==> config.mk <==
export PLATFORM = sky130hd
export DESIGN_NAME = bytemask_merge_buf
export DESIGN_NICKNAME = d
export VERILOG_FILES = /design/src/rtl/wmb_pkg.sv /design/src/rtl/wmb_tag_cam.sv /design/src/rtl/wmb_lines.sv /design/src/rtl/wmb_ctrl.sv /design/src/rtl/bytemask_merge_buf.sv
export SDC_FILE = /design/constraint.sdc
export NUM_CORES = 2
export LEC_CHECK = 0
export CAP_MARGIN = 20
export CORE_MARGIN = 5
export CORE_UTILIZATION = 53
export CTS_BUF_LIST = sky130_fd_sc_hd__clkbuf_16
export CTS_CLUSTER_SIZE = 20
export DETAILED_ROUTE_END_ITERATION = 10
export GPL_ROUTABILITY_DRIVEN = 0
export HOLD_SLACK_MARGIN = 0.15
export MAX_ROUTING_LAYER = met4
export PLACE_DENSITY = 0.73
export SETUP_SLACK_MARGIN = 0.05
export SLEW_MARGIN = 30
export SYNTH_ARGS = -nofsm -noshare
export SYNTH_HDL_FRONTEND = slang
export SYNTH_SLANG_ARGS = --single-unit
export TNS_END_PERCENT = 20
==> constraint.sdc <==
create_clock -name clk -period 6.9 [get_ports clk]
set_clock_uncertainty 0.2 [all_clocks]
set_input_delay 1.38 -clock clk [delete_from_list [all_inputs] [get_ports clk]]
set_output_delay 1.38 -clock clk [all_outputs]
set_load 0.03 [all_outputs]
==> src/rtl/wmb_pkg.sv <==
package wmb_pkg;
  typedef enum logic [1:0] {
    WMB_IDLE  = 2'd0,
    WMB_EVICT = 2'd1,
    WMB_FLUSH = 2'd2
  } wmb_state_e;
endpackage

==> src/rtl/wmb_tag_cam.sv <==
module wmb_tag_cam #(
  parameter int ENTRIES = 4,
  parameter int TAG_W   = 26,
  parameter int IDX_W   = 2
) (
  input  logic [ENTRIES-1:0]       occ,
  input  logic [ENTRIES*TAG_W-1:0] tags,
  input  logic [TAG_W-1:0]         look_tag,
  output logic                     hit,
  output logic [IDX_W-1:0]         hit_idx
);
  logic [ENTRIES-1:0] match;

  genvar gi;
  generate
    for (gi = 0; gi < ENTRIES; gi++) begin : g_cmp
      assign match[gi] = occ[gi] && (tags[gi*TAG_W +: TAG_W] == look_tag);
    end
  endgenerate

  always_comb begin
    hit     = |match;
    hit_idx = '0;
    for (int i = 0; i < ENTRIES; i++) begin
      if (match[i]) hit_idx = IDX_W'(i);
    end
  end
endmodule

==> src/rtl/wmb_lines.sv <==
module wmb_lines #(
  parameter int ENTRIES    = 4,
  parameter int IDX_W      = 2,
  parameter int TAG_W      = 26,
  parameter int LINE_BYTES = 64,
  parameter int WORD_BYTES = 8,
  parameter int WSEL_W     = 3
) (
  input  logic                       clk,
  input  logic                       we,
  input  logic                       clear,
  input  logic [IDX_W-1:0]           widx,
  input  logic [TAG_W-1:0]           wtag,
  input  logic [WSEL_W-1:0]          wsel,
  input  logic [WORD_BYTES*8-1:0]    wdata,
  input  logic [WORD_BYTES-1:0]      wbe,
  input  logic [IDX_W-1:0]           ridx,
  output logic [ENTRIES*TAG_W-1:0]   tags_flat,
  output logic [TAG_W-1:0]           rd_tag,
  output logic [LINE_BYTES*8-1:0]    rd_data,
  output logic [LINE_BYTES-1:0]      rd_mask
);
  localparam int LINE_BITS = LINE_BYTES * 8;

  logic [LINE_BITS-1:0]  data_q [ENTRIES];
  logic [LINE_BYTES-1:0] mask_q [ENTRIES];
  logic [TAG_W-1:0]      tag_q  [ENTRIES];

  logic [LINE_BITS-1:0]  wr_line;
  logic [LINE_BYTES-1:0] wr_bmask;
  logic [LINE_BITS-1:0]  old_data;
  logic [LINE_BITS-1:0]  new_data;
  logic [LINE_BYTES-1:0] new_mask;

  // Spread the incoming word over its lane of the line
  genvar gb;
  generate
    for (gb = 0; gb < LINE_BYTES; gb++) begin : g_lane
      localparam int WI = gb / WORD_BYTES;
      localparam int LI = gb % WORD_BYTES;
      assign wr_bmask[gb]       = (wsel == WSEL_W'(WI)) && wbe[LI];
      assign wr_line[8*gb +: 8] = wdata[8*LI +: 8];
    end
  endgenerate

  assign old_data = data_q[widx];

  always_comb begin
    new_mask = clear ? wr_bmask : (mask_q[widx] | wr_bmask);
    for (int b = 0; b < LINE_BYTES; b++) begin
      if (wr_bmask[b])  new_data[8*b +: 8] = wr_line[8*b +: 8];
      else if (clear)   new_data[8*b +: 8] = 8'h00;
      else              new_data[8*b +: 8] = old_data[8*b +: 8];
    end
  end

  // Datapath storage: written only under enable, occupancy tracked elsewhere
  always_ff @(posedge clk) begin
    if (we) begin
      data_q[widx] <= new_data;
      mask_q[widx] <= new_mask;
      if (clear) tag_q[widx] <= wtag;
    end
  end

  genvar ge;
  generate
    for (ge = 0; ge < ENTRIES; ge++) begin : g_tags
      assign tags_flat[ge*TAG_W +: TAG_W] = tag_q[ge];
    end
  endgenerate

  assign rd_tag  = tag_q[ridx];
  assign rd_data = data_q[ridx];
  assign rd_mask = mask_q[ridx];
endmodule

==> src/rtl/wmb_ctrl.sv <==
module wmb_ctrl
  import wmb_pkg::*;
#(
  parameter int ENTRIES = 4,
  parameter int IDX_W   = 2,
  parameter int CNT_W   = 3
) (
  input  logic               clk,
  input  logic               rst_n,
  input  logic               st_valid,
  input  logic               st_nz,
  input  logic               hit,
  input  logic               flush_valid,
  input  logic               wb_ready,
  output logic               st_ready,
  output logic               flush_ready,
  output logic               wb_valid,
  output logic               alloc_we,
  output logic               merge_we,
  output logic [IDX_W-1:0]   head,
  output logic [IDX_W-1:0]   tail,
  output logic [ENTRIES-1:0] occ
);
  wmb_state_e       state_q, state_d;
  logic [IDX_W-1:0] head_q, head_d, tail_q, tail_d;
  logic [CNT_W-1:0] cnt_q, cnt_d;
  logic             full, st_fire, wb_fire;

  assign full = (cnt_q == CNT_W'(ENTRIES));

  // An entry is occupied when it lies within cnt entries from the head
  genvar gi;
  generate
    for (gi = 0; gi < ENTRIES; gi++) begin : g_occ
      logic [IDX_W-1:0] rel;
      assign rel     = IDX_W'(gi) - head_q;
      assign occ[gi] = CNT_W'(rel) < cnt_q;
    end
  endgenerate

  always_comb begin
    flush_ready = (state_q == WMB_IDLE);
    st_ready    = (state_q == WMB_IDLE) && !flush_valid && (hit || !full || !st_nz);
    wb_valid    = (state_q != WMB_IDLE) && (cnt_q != '0);
    st_fire     = st_valid && st_ready;
    alloc_we    = st_fire && st_nz && !hit;
    merge_we    = st_fire && st_nz && hit;
    wb_fire     = wb_valid && wb_ready;

    state_d = state_q;
    head_d  = head_q;
    tail_d  = tail_q;
    cnt_d   = cnt_q;

    unique case (state_q)
      WMB_IDLE: begin
        if (flush_valid)                           state_d = WMB_FLUSH;
        else if (st_valid && st_nz && !hit && full) state_d = WMB_EVICT;
      end
      WMB_EVICT: if (wb_fire)        state_d = WMB_IDLE;
      WMB_FLUSH: if (cnt_q == '0)    state_d = WMB_IDLE;
      default:                       state_d = WMB_IDLE;
    endcase

    if (alloc_we) begin
      tail_d = tail_q + 1'b1;
      cnt_d  = cnt_q + 1'b1;
    end
    if (wb_fire) begin
      head_d = head_q + 1'b1;
      cnt_d  = cnt_q - 1'b1;
    end
  end

  always_ff @(posedge clk or negedge rst_n) begin
    if (!rst_n) begin
      state_q <= WMB_IDLE;
      head_q  <= '0;
      tail_q  <= '0;
      cnt_q   <= '0;
    end else begin
      state_q <= state_d;
      head_q  <= head_d;
      tail_q  <= tail_d;
      cnt_q   <= cnt_d;
    end
  end

  assign head = head_q;
  assign tail = tail_q;
endmodule

==> src/rtl/bytemask_merge_buf.sv <==
module bytemask_merge_buf #(
  parameter int ADDR_W     = 32,
  parameter int LINE_BYTES = 64,
  parameter int WORD_BYTES = 8,
  parameter int ENTRIES    = 4
) (
  input  logic                    clk,
  input  logic                    rst_n,
  input  logic                    st_valid,
  output logic                    st_ready,
  input  logic [ADDR_W-1:0]       st_addr,
  input  logic [WORD_BYTES*8-1:0] st_data,
  input  logic [WORD_BYTES-1:0]   st_be,
  input  logic                    flush_valid,
  output logic                    flush_ready,
  output logic                    wb_valid,
  input  logic                    wb_ready,
  output logic [ADDR_W-1:0]       wb_addr,
  output logic [LINE_BYTES*8-1:0] wb_data,
  output logic [LINE_BYTES-1:0]   wb_mask
);
  localparam int OFF_W  = $clog2(LINE_BYTES);
  localparam int LANE_W = $clog2(WORD_BYTES);
  localparam int WSEL_W = OFF_W - LANE_W;
  localparam int TAG_W  = ADDR_W - OFF_W;
  localparam int IDX_W  = $clog2(ENTRIES);
  localparam int CNT_W  = $clog2(ENTRIES + 1);

  logic [TAG_W-1:0]         st_tag, head_tag;
  logic [WSEL_W-1:0]        st_wsel;
  logic                     st_nz, hit, alloc_we, merge_we;
  logic [IDX_W-1:0]         hit_idx, head, tail, widx;
  logic [ENTRIES-1:0]       occ;
  logic [ENTRIES*TAG_W-1:0] tags_flat;
  logic                     unused_lane;

  assign st_tag      = st_addr[ADDR_W-1:OFF_W];
  assign st_wsel     = st_addr[OFF_W-1:LANE_W];
  assign unused_lane = ^st_addr[LANE_W-1:0];
  assign st_nz       = |st_be;
  assign widx        = alloc_we ? tail : hit_idx;

  wmb_tag_cam #(.ENTRIES(ENTRIES), .TAG_W(TAG_W), .IDX_W(IDX_W)) u_cam (
    .occ      (occ),
    .tags     (tags_flat),
    .look_tag (st_tag),
    .hit      (hit),
    .hit_idx  (hit_idx)
  );

  wmb_ctrl #(.ENTRIES(ENTRIES), .IDX_W(IDX_W), .CNT_W(CNT_W)) u_ctrl (
    .clk         (clk),
    .rst_n       (rst_n),
    .st_valid    (st_valid),
    .st_nz       (st_nz),
    .hit         (hit),
    .flush_valid (flush_valid),
    .wb_ready    (wb_ready),
    .st_ready    (st_ready),
    .flush_ready (flush_ready),
    .wb_valid    (wb_valid),
    .alloc_we    (alloc_we),
    .merge_we    (merge_we),
    .head        (head),
    .tail        (tail),
    .occ         (occ)
  );

  wmb_lines #(
    .ENTRIES(ENTRIES), .IDX_W(IDX_W), .TAG_W(TAG_W),
    .LINE_BYTES(LINE_BYTES), .WORD_BYTES(WORD_BYTES), .WSEL_W(WSEL_W)
  ) u_lines (
    .clk       (clk),
    .we        (alloc_we || merge_we),
    .clear     (alloc_we),
    .widx      (widx),
    .wtag      (st_tag),
    .wsel      (st_wsel),
    .wdata     (st_data),
    .wbe       (st_be),
    .ridx      (head),
    .tags_flat (tags_flat),
    .rd_tag    (head_tag),
    .rd_data   (wb_data),
    .rd_mask   (wb_mask)
  );

  assign wb_addr = {head_tag, {OFF_W{1'b0}}};
endmodule

# Word level (Yosys, flattened, before mapping)
# Memories as Yosys holds them, arrays and structs flattened.
# Index checks and enable logic that the tools add are counted.
# totals
ff_bits	9
ram_bits	2408
input_bits	109
output_inout_bits	611
elab_cells	405
n_memories	3
# classes
addsub	8
order_cmp	4
n_eq_ne	81
muxes	145
n_bitwise	1
reduce_logical	159
# mem_list
name	words	width	rd	rd_ports_with_merged_regs	wr	line_no	rtl
u_lines.data_q	4	512	1	0	1	wmb_lines.sv:25	logic [LINE_BITS-1:0] data_q [ENTRIES];
u_lines.mask_q	4	64	2	0	1	wmb_lines.sv:26	logic [LINE_BYTES-1:0] mask_q [ENTRIES];
u_lines.tag_q	4	26	5	0	1	wmb_lines.sv:27	logic [TAG_W-1:0] tag_q [ENTRIES];
# op_table
cell	count
$mux W8	128
$ne A2 B2 Y1 const B	64
$reduce_and A2 Y1	64
$eq A26 B26 Y1	4
$logic_and A1 B1 Y1	79
$mux W64	1
$or A64 B64 Y64	1
$eq A3 B3 Y1 const B	5
$mux W2	7
$lt A2 B3 Y1	4
$reduce_or A8 Y1	1
$eq A3 B2 Y1 const B	2
$logic_not A3 Y1	2
$mux W1	6
$mux W3	2
$pmux W2 S3	1
$add A2 B1 Y2 const B	2
$logic_not A1 Y1	4
$ne A2 B1 Y1 const B	2
$reduce_bool A2 Y1	2
$reduce_or A4 Y1	1
$sub A1 B2 Y2 const A	2
$sub A2 B2 Y2 const A	2
$add A3 B1 Y3 const B	1
9 further kinds	11

# Longest topological paths before layout
# logic_depth
word_depth	14
mapped_depth	17
mapped_depth_nobuf	9

# Hierarchy
# From an unflattened synthesis, not the netlist that was laid out.
# unflattened
hier_cells	4647
hier_area_um2	97534.8
# by_module_without_submodules
mod	n_inst	cells_per_inst	area_per_inst_um2	seq_area_each_um2
wmb_lines	1	4429	95639.2	72309.4
wmb_tag_cam	1	146	1217.4	0.0
wmb_ctrl	1	59	584.3	225.2
bytemask_merge_buf	1	13	93.8	0.0

# Worst setup path before layout
# OpenSTA, ideal clock, no wires.
# synth_timing
kind	register to register
startpoint	reg u_ctrl.head_q[0], in the netlist u_ctrl.head[0]
endpoint	mem u_lines.mask_q[3][0] (enable)
setup_time_ns	0.486
arrival_ns	6.140
required_ns	6.214
path_slack_ns	0.074
path_stages_with_launch	17
n_path_buf	7
period_less_slack_ns	6.826
path_cell_list	dfrtp_1 -> clkbuf_1 -> clkbuf_1 -> buf_1 -> clkbuf_1 -> xor2_1 -> inv_1 -> ha_1 -> a21oi_1 -> nor2_1 -> nor4_1 -> or4_1 -> buf_2 -> o221ai_1 -> buf_2 -> buf_2 -> nor2_1
# synth_between
elab_chain_len	13
elab_cells_between_ends	28
classes_between	add/sub (4); order compare (4); mux (6); reduce/logical (14)
# synth_lines
element	line_no	rtl
from (decl)	wmb_ctrl.sv:25	logic [IDX_W-1:0] head_q, head_d, tail_q, tail_d;
from (signal assigned)	wmb_ctrl.sv:78	head_q <= '0;
from (signal assigned)	wmb_ctrl.sv:83	head_q <= head_d;
$sub A1 B2 Y2 or $sub A2 B2 Y2 (tied branches)	wmb_ctrl.sv:36	assign rel = IDX_W'(gi) - head_q;
$lt A2 B3 Y1	wmb_ctrl.sv:37	assign occ[gi] = CNT_W'(rel) < cnt_q;
$logic_and A1 B1 Y1	wmb_tag_cam.sv:17	assign match[gi] = occ[gi] && (tags[gi*TAG_W +: TAG_W] == look_tag);
$reduce_or A4 Y1	wmb_tag_cam.sv:22	hit = |match;
$logic_or A1 B1 Y1 (2 in a row)	wmb_ctrl.sv:43	st_ready = (state_q == WMB_IDLE) && !flush_valid && (hit || !full || !st_nz);
$logic_and A1 B1 Y1	wmb_ctrl.sv:43	
$logic_and A1 B1 Y1	wmb_ctrl.sv:45	st_fire = st_valid && st_ready;
$logic_and A1 B1 Y1	wmb_ctrl.sv:46, wmb_ctrl.sv:47	
$logic_and A1 B1 Y1, on equally long branches	wmb_ctrl.sv:46, wmb_ctrl.sv:47	
$logic_or A1 B1 Y1	bytemask_merge_buf.sv:74	.we (alloc_we || merge_we),
$mux W1	wmb_lines.sv:59	if (we) begin
$mux W1 (not written as such)	wmb_lines.sv:61	mask_q[widx] <= new_mask;
to (decl)	wmb_lines.sv:26	
# Parallel ways exist; a longest one is shown, timed or not.

# Worst setup path after layout
# layout_timing
startpoint	in st_addr[11]
endpoint	out st_ready
# layout_between
elab_chain_len	6
elab_cells_between_ends	12
classes_between	eq/ne (4); reduce/logical (8)
# layout_lines
element	line_no	rtl
from (decl)	bytemask_merge_buf.sv:11	input logic [ADDR_W-1:0] st_addr,
$eq A26 B26 Y1	wmb_tag_cam.sv:17	
$logic_and A1 B1 Y1	wmb_tag_cam.sv:17	
$reduce_or A4 Y1 (*)	wmb_tag_cam.sv:22	
$logic_or A1 B1 Y1 (*) (2 in a row)	wmb_ctrl.sv:43	
$logic_and A1 B1 Y1 (*)	wmb_ctrl.sv:43	
to (decl)	bytemask_merge_buf.sv:10	output logic st_ready,
# Mark *: on every way between the ends. The rest lies on a longest branch, timed or not.

==> metrics.md <==
| Metric | Value |
|---|---|
| Status | completed |
| Layout cells sized above 1 | 22.0% |
| I/O Buffers | 710 |
| Ys Warns | 0 |
| Bufs on Longest Clock Path | 3 |
| Post-synthesis cell type count | 53 |
| Die height | 436 um |
| Crit path buf inv count | 2 |
| Clock slew seen by the registers of the worst setup and hold paths | 0.06 ns |
| Post-Syn Area per Cell | 20.2 um2 |
| Flops & latches, synth | 2417 |
| Critical path required time | 5.32 ns |
| Synth Area in Simple Gates | 4.08% |
| Core area | 0.181 mm2 |
| Final Total Pwr | 46.5 mW |
| Normalized max-slew margin | 30.0% |
| First-pass GRT wire length | 379000 um |
| Synth Instances | 4758 |
| Root buffer cell | clkbuf_16 |
| Post-CTS sizing | 0 |
| Initial core utilization | 53.3% |
| Fin worst setup slack | 0.575 ns |
| Area delta synth->final | 19.1% |
| Critical path's most frequent cell | clkdlybuf4s50_1 |
| Final #Nets | 5724 |
| # IOs | 720 |
| # clock sinks | 2417 |
| Comb power frac | 37.7% |
| Top FF cell, synth | edfxtp_1 |
| Tightest Hold Check Type | flop to flop |
| Final WL | 268000 um |
| WL per Instance | 32.8 um |
| Residual DRC count | 0 |
| Setup violations, final | 0 |
| Pin count of the biggest net entering global routing | 149 |
| Sw Share | 34.7% |
| Post-CTS setup buffers | 0 |
| End-of-flow core utilization | 63.4% |
| Max-slew violations | 0 |
| Final Hold Viols | 0 |
| Flop pwr share | 36.7% |
| Slowest-stage cell, CP | clkdlybuf4s50_1 |
| Least-Margin Pin Slew | 1.05 ns |
| XOR/XNOR Fraction of Synth Area | 1.01% |
| Number of enable flip-flop cells after synthesis | 2408 |
| Initial DRC Count | 6085 |
| Clock power share | 25.6% |
| Total of max-cap violations | 0 |
| Dpl hpwl | 172000 um |
| Critical path data arrival time | 4.75 ns |
| Total Neg Setup Slack | 0 ns |
| Net Sw Power | 16.1 mW |
| RSZ-0062 raised after global routing | false |
| Die area | 0.190 mm2 |
| Max frequency | 158 MHz |
| Fin crit period | 6.33 ns |
| Detailed Routing Iterations Pass 1 | 5 |
| CP Max Fanout | 8 |
| Final period util | 91.7% |
| Die Width | 436 um |
| Clock insertion delay at the later pin of the skew report | 0.87 ns |
| Main combinational cell family by area after synthesis | multiplexers |
| Setup crit end kind | output port |
| Setup CP Type | input pin to output port |
| Fillers | 12200 |
| Async SR Flop Fraction | 0.372% |
| Mux cell area share after synthesis | 14.8% |
| H-tree levels | 4 |
| Total number of vias | 52600 |
| Int Pwr | 30.4 mW |
| Gr usage total | 28.7% |
| Pwr dens | 405 mW/mm2 |
| VDD IR max | 0.313 mV |
| Total CTS buffers | 230 |
| Register area share after synthesis | 75.3% |
| Synth Area in Adders | 0.0728% |
| # hold bufs at CTS | 0 |
| Initial antenna violation count | 23 |
| CP top delay family | simple AND/OR/NAND/NOR gates |
| Grt ovf | 0 |
| Area of the mapped netlist | 0.0963 mm2 |
| CP Launch Type | input pin |
| CTS tree | yes |
| Post-DR vias/cell | 6.42 |
| Compound-gate portion of the synthesized area | 2.89% |
| Worst slack at placement | 0.608 ns |
| Post-route ant nets | 0 |
| Std-Cell Rows | 156 |
| Number of global-route vias before repair | 51900 |
| Slowest Stage Delay on Critical Path | 0.71 ns |
| Pleak | 40.1 nW |
| Critical-path cell list | clkdlybuf4s50_1 > xor2_1 > nor4_1 > nand4_1 > nor3_4 > or4_4 > o21a_1 > clkdlybuf4s50_1 |
==> final cells by class <==
class | instances | area [um2] | share of cell area (%)
Sequential cell | 2417 | 72500 | 63.3
Multi-Input combinational cell | 1910 | 22200 | 19.4
Timing Repair Buffer | 976 | 9440 | 8.23
Clock buffer | 231 | 5780 | 5.04
Tap cell | 2370 | 2970 | 2.59
Clock inverter | 192 | 1390 | 1.21
Inverter | 75 | 285 | 0.249
Antenna cell | 16 | 40.0 | 0.0349
==> sequential cells by signal, summed over array words and instances (netlist names) <==
signal and count:
u_lines.data_q 2048, u_lines.tag_q 104, u_ctrl.tail 2, u_ctrl.cnt_q 3, u_ctrl.head 2, u_ctrl.state_q 2, u_lines.mask_q 256
==> routing by layer <==
metal	up-vias	global-route usage [%]	part of all wire, %
met5	-	-	0
met4	0	12.9	5.3
met3	506	5.91	9.0
met2	2923	43.8	48
met1	27700	37.9	37
li1	21400	-	-
==> synth_stat cells, drive strengths merged (9+ instances only) <==
cell type     n  share of area, %
o21ai       121              0.63
nand2        73              0.28
mux4        602                14
nor4         24              0.16
xnor2        20              0.18
xor2         91              0.83
nor2         15             0.058
buf         135              0.67
and3        515               3.3
inv          75              0.29
dfrtp         9              0.23
mux2i        65              0.68
a211oi       64              0.53
clkbuf      226              0.88
edfxtp     2408                75
a21oi       255               1.5
==> power groups by stage <==
stage,sequential (mW),clock (mW),combinational [mW]
after floorplan,17.2,0,10.3
after global placement,17.3,0,17.6
after detailed placement,17.4,0,17.6
after CTS,17.0,12.1,17.7
after global routing,17.1,12.7,18.1
final,17.0,11.9,17.5
==> final timing paths <==
check	start	end	slack, ns	cells after the start
setup / recovery	st_addr[11]	st_ready	0.57	8
hold / removal	u_ctrl.state_q[0]$_DFFE_PN0P_	u_ctrl.state_q[1]$_DFFE_PN0P_	0.29	1
setup reg to reg	u_ctrl.head[0]$_DFFE_PN0P_	u_lines.data_q[2][53]$_DFFE_PP_	1.94	10
hold reg to reg	u_ctrl.state_q[0]$_DFFE_PN0P_	u_ctrl.state_q[1]$_DFFE_PN0P_	0.29	1
max in group asynchronous	rst_n	u_ctrl.head[0]$_DFFE_PN0P_	5.49	1
min in group asynchronous	rst_n	u_ctrl.head[1]$_DFFE_PN0P_	0.64	1
==> cells in the final DEF (no fill, tap or decap), types with 4 or more instances in the layout <==
master | netlist | layout
a211oi_1 | 59 | 59
a211oi_2 | 5 | 5
a21oi_1 | 205 | 202
a21oi_2 | 50 | 52
a221oi_1 | 8 | 8
and3_1 | 515 | 514
buf_12 | 0 | 22
buf_16 | 0 | 5
buf_2 | 35 | 10
buf_4 | 16 | 237
bufinv_16 | 0 | 12
clkbuf_16 | 0 | 231
clkdlybuf4s50_1 | 0 | 700
clkinv_1 | 0 | 55
clkinv_16 | 0 | 7
clkinv_2 | 0 | 36
clkinvlp_4 | 0 | 8
conb_1 | 1 | 6
dfrtp_1 | 9 | 7
diode_2 | 0 | 16
edfxtp_1 | 2408 | 2408
ha_1 | 4 | 4
inv_1 | 74 | 135
inv_6 | 0 | 7
mux2i_1 | 65 | 65
mux4_2 | 602 | 602
nand2_1 | 73 | 73
nand4_1 | 6 | 6
nor2_1 | 15 | 10
nor2_4 | 0 | 5
nor4_1 | 23 | 23
o21ai_0 | 105 | 105
o21ai_1 | 15 | 15
xnor2_1 | 20 | 20
xor2_1 | 91 | 91
==> metrics by stage <==
| step | hold slack (ns) | instance area [um2] | cells |
|---|---|---|---|
| finish | 0.288 | 115000 | 8187 |
| global route | 0.318 | 115000 | 8175 |
| CTS | 0.279 | 114000 | 8166 |
| detailed placement | 0.287 | 107000 | 7743 |
| global placement | 0.263 | 107000 | 7742 |
| floorplan | 0.240 | 96300 | 4763 |
==> cells by family after synthesis <==
family                     Yosys count
DFF                               2417
and+or+nand+nor                    658
xor gates and xnor gates           111
buffers and inverters              436
adders and majority gates            5
muxes                              667
other                                1
AOI/OAI and AO/OA                  463
No activity file was read; power rests on OpenSTA's default activity.
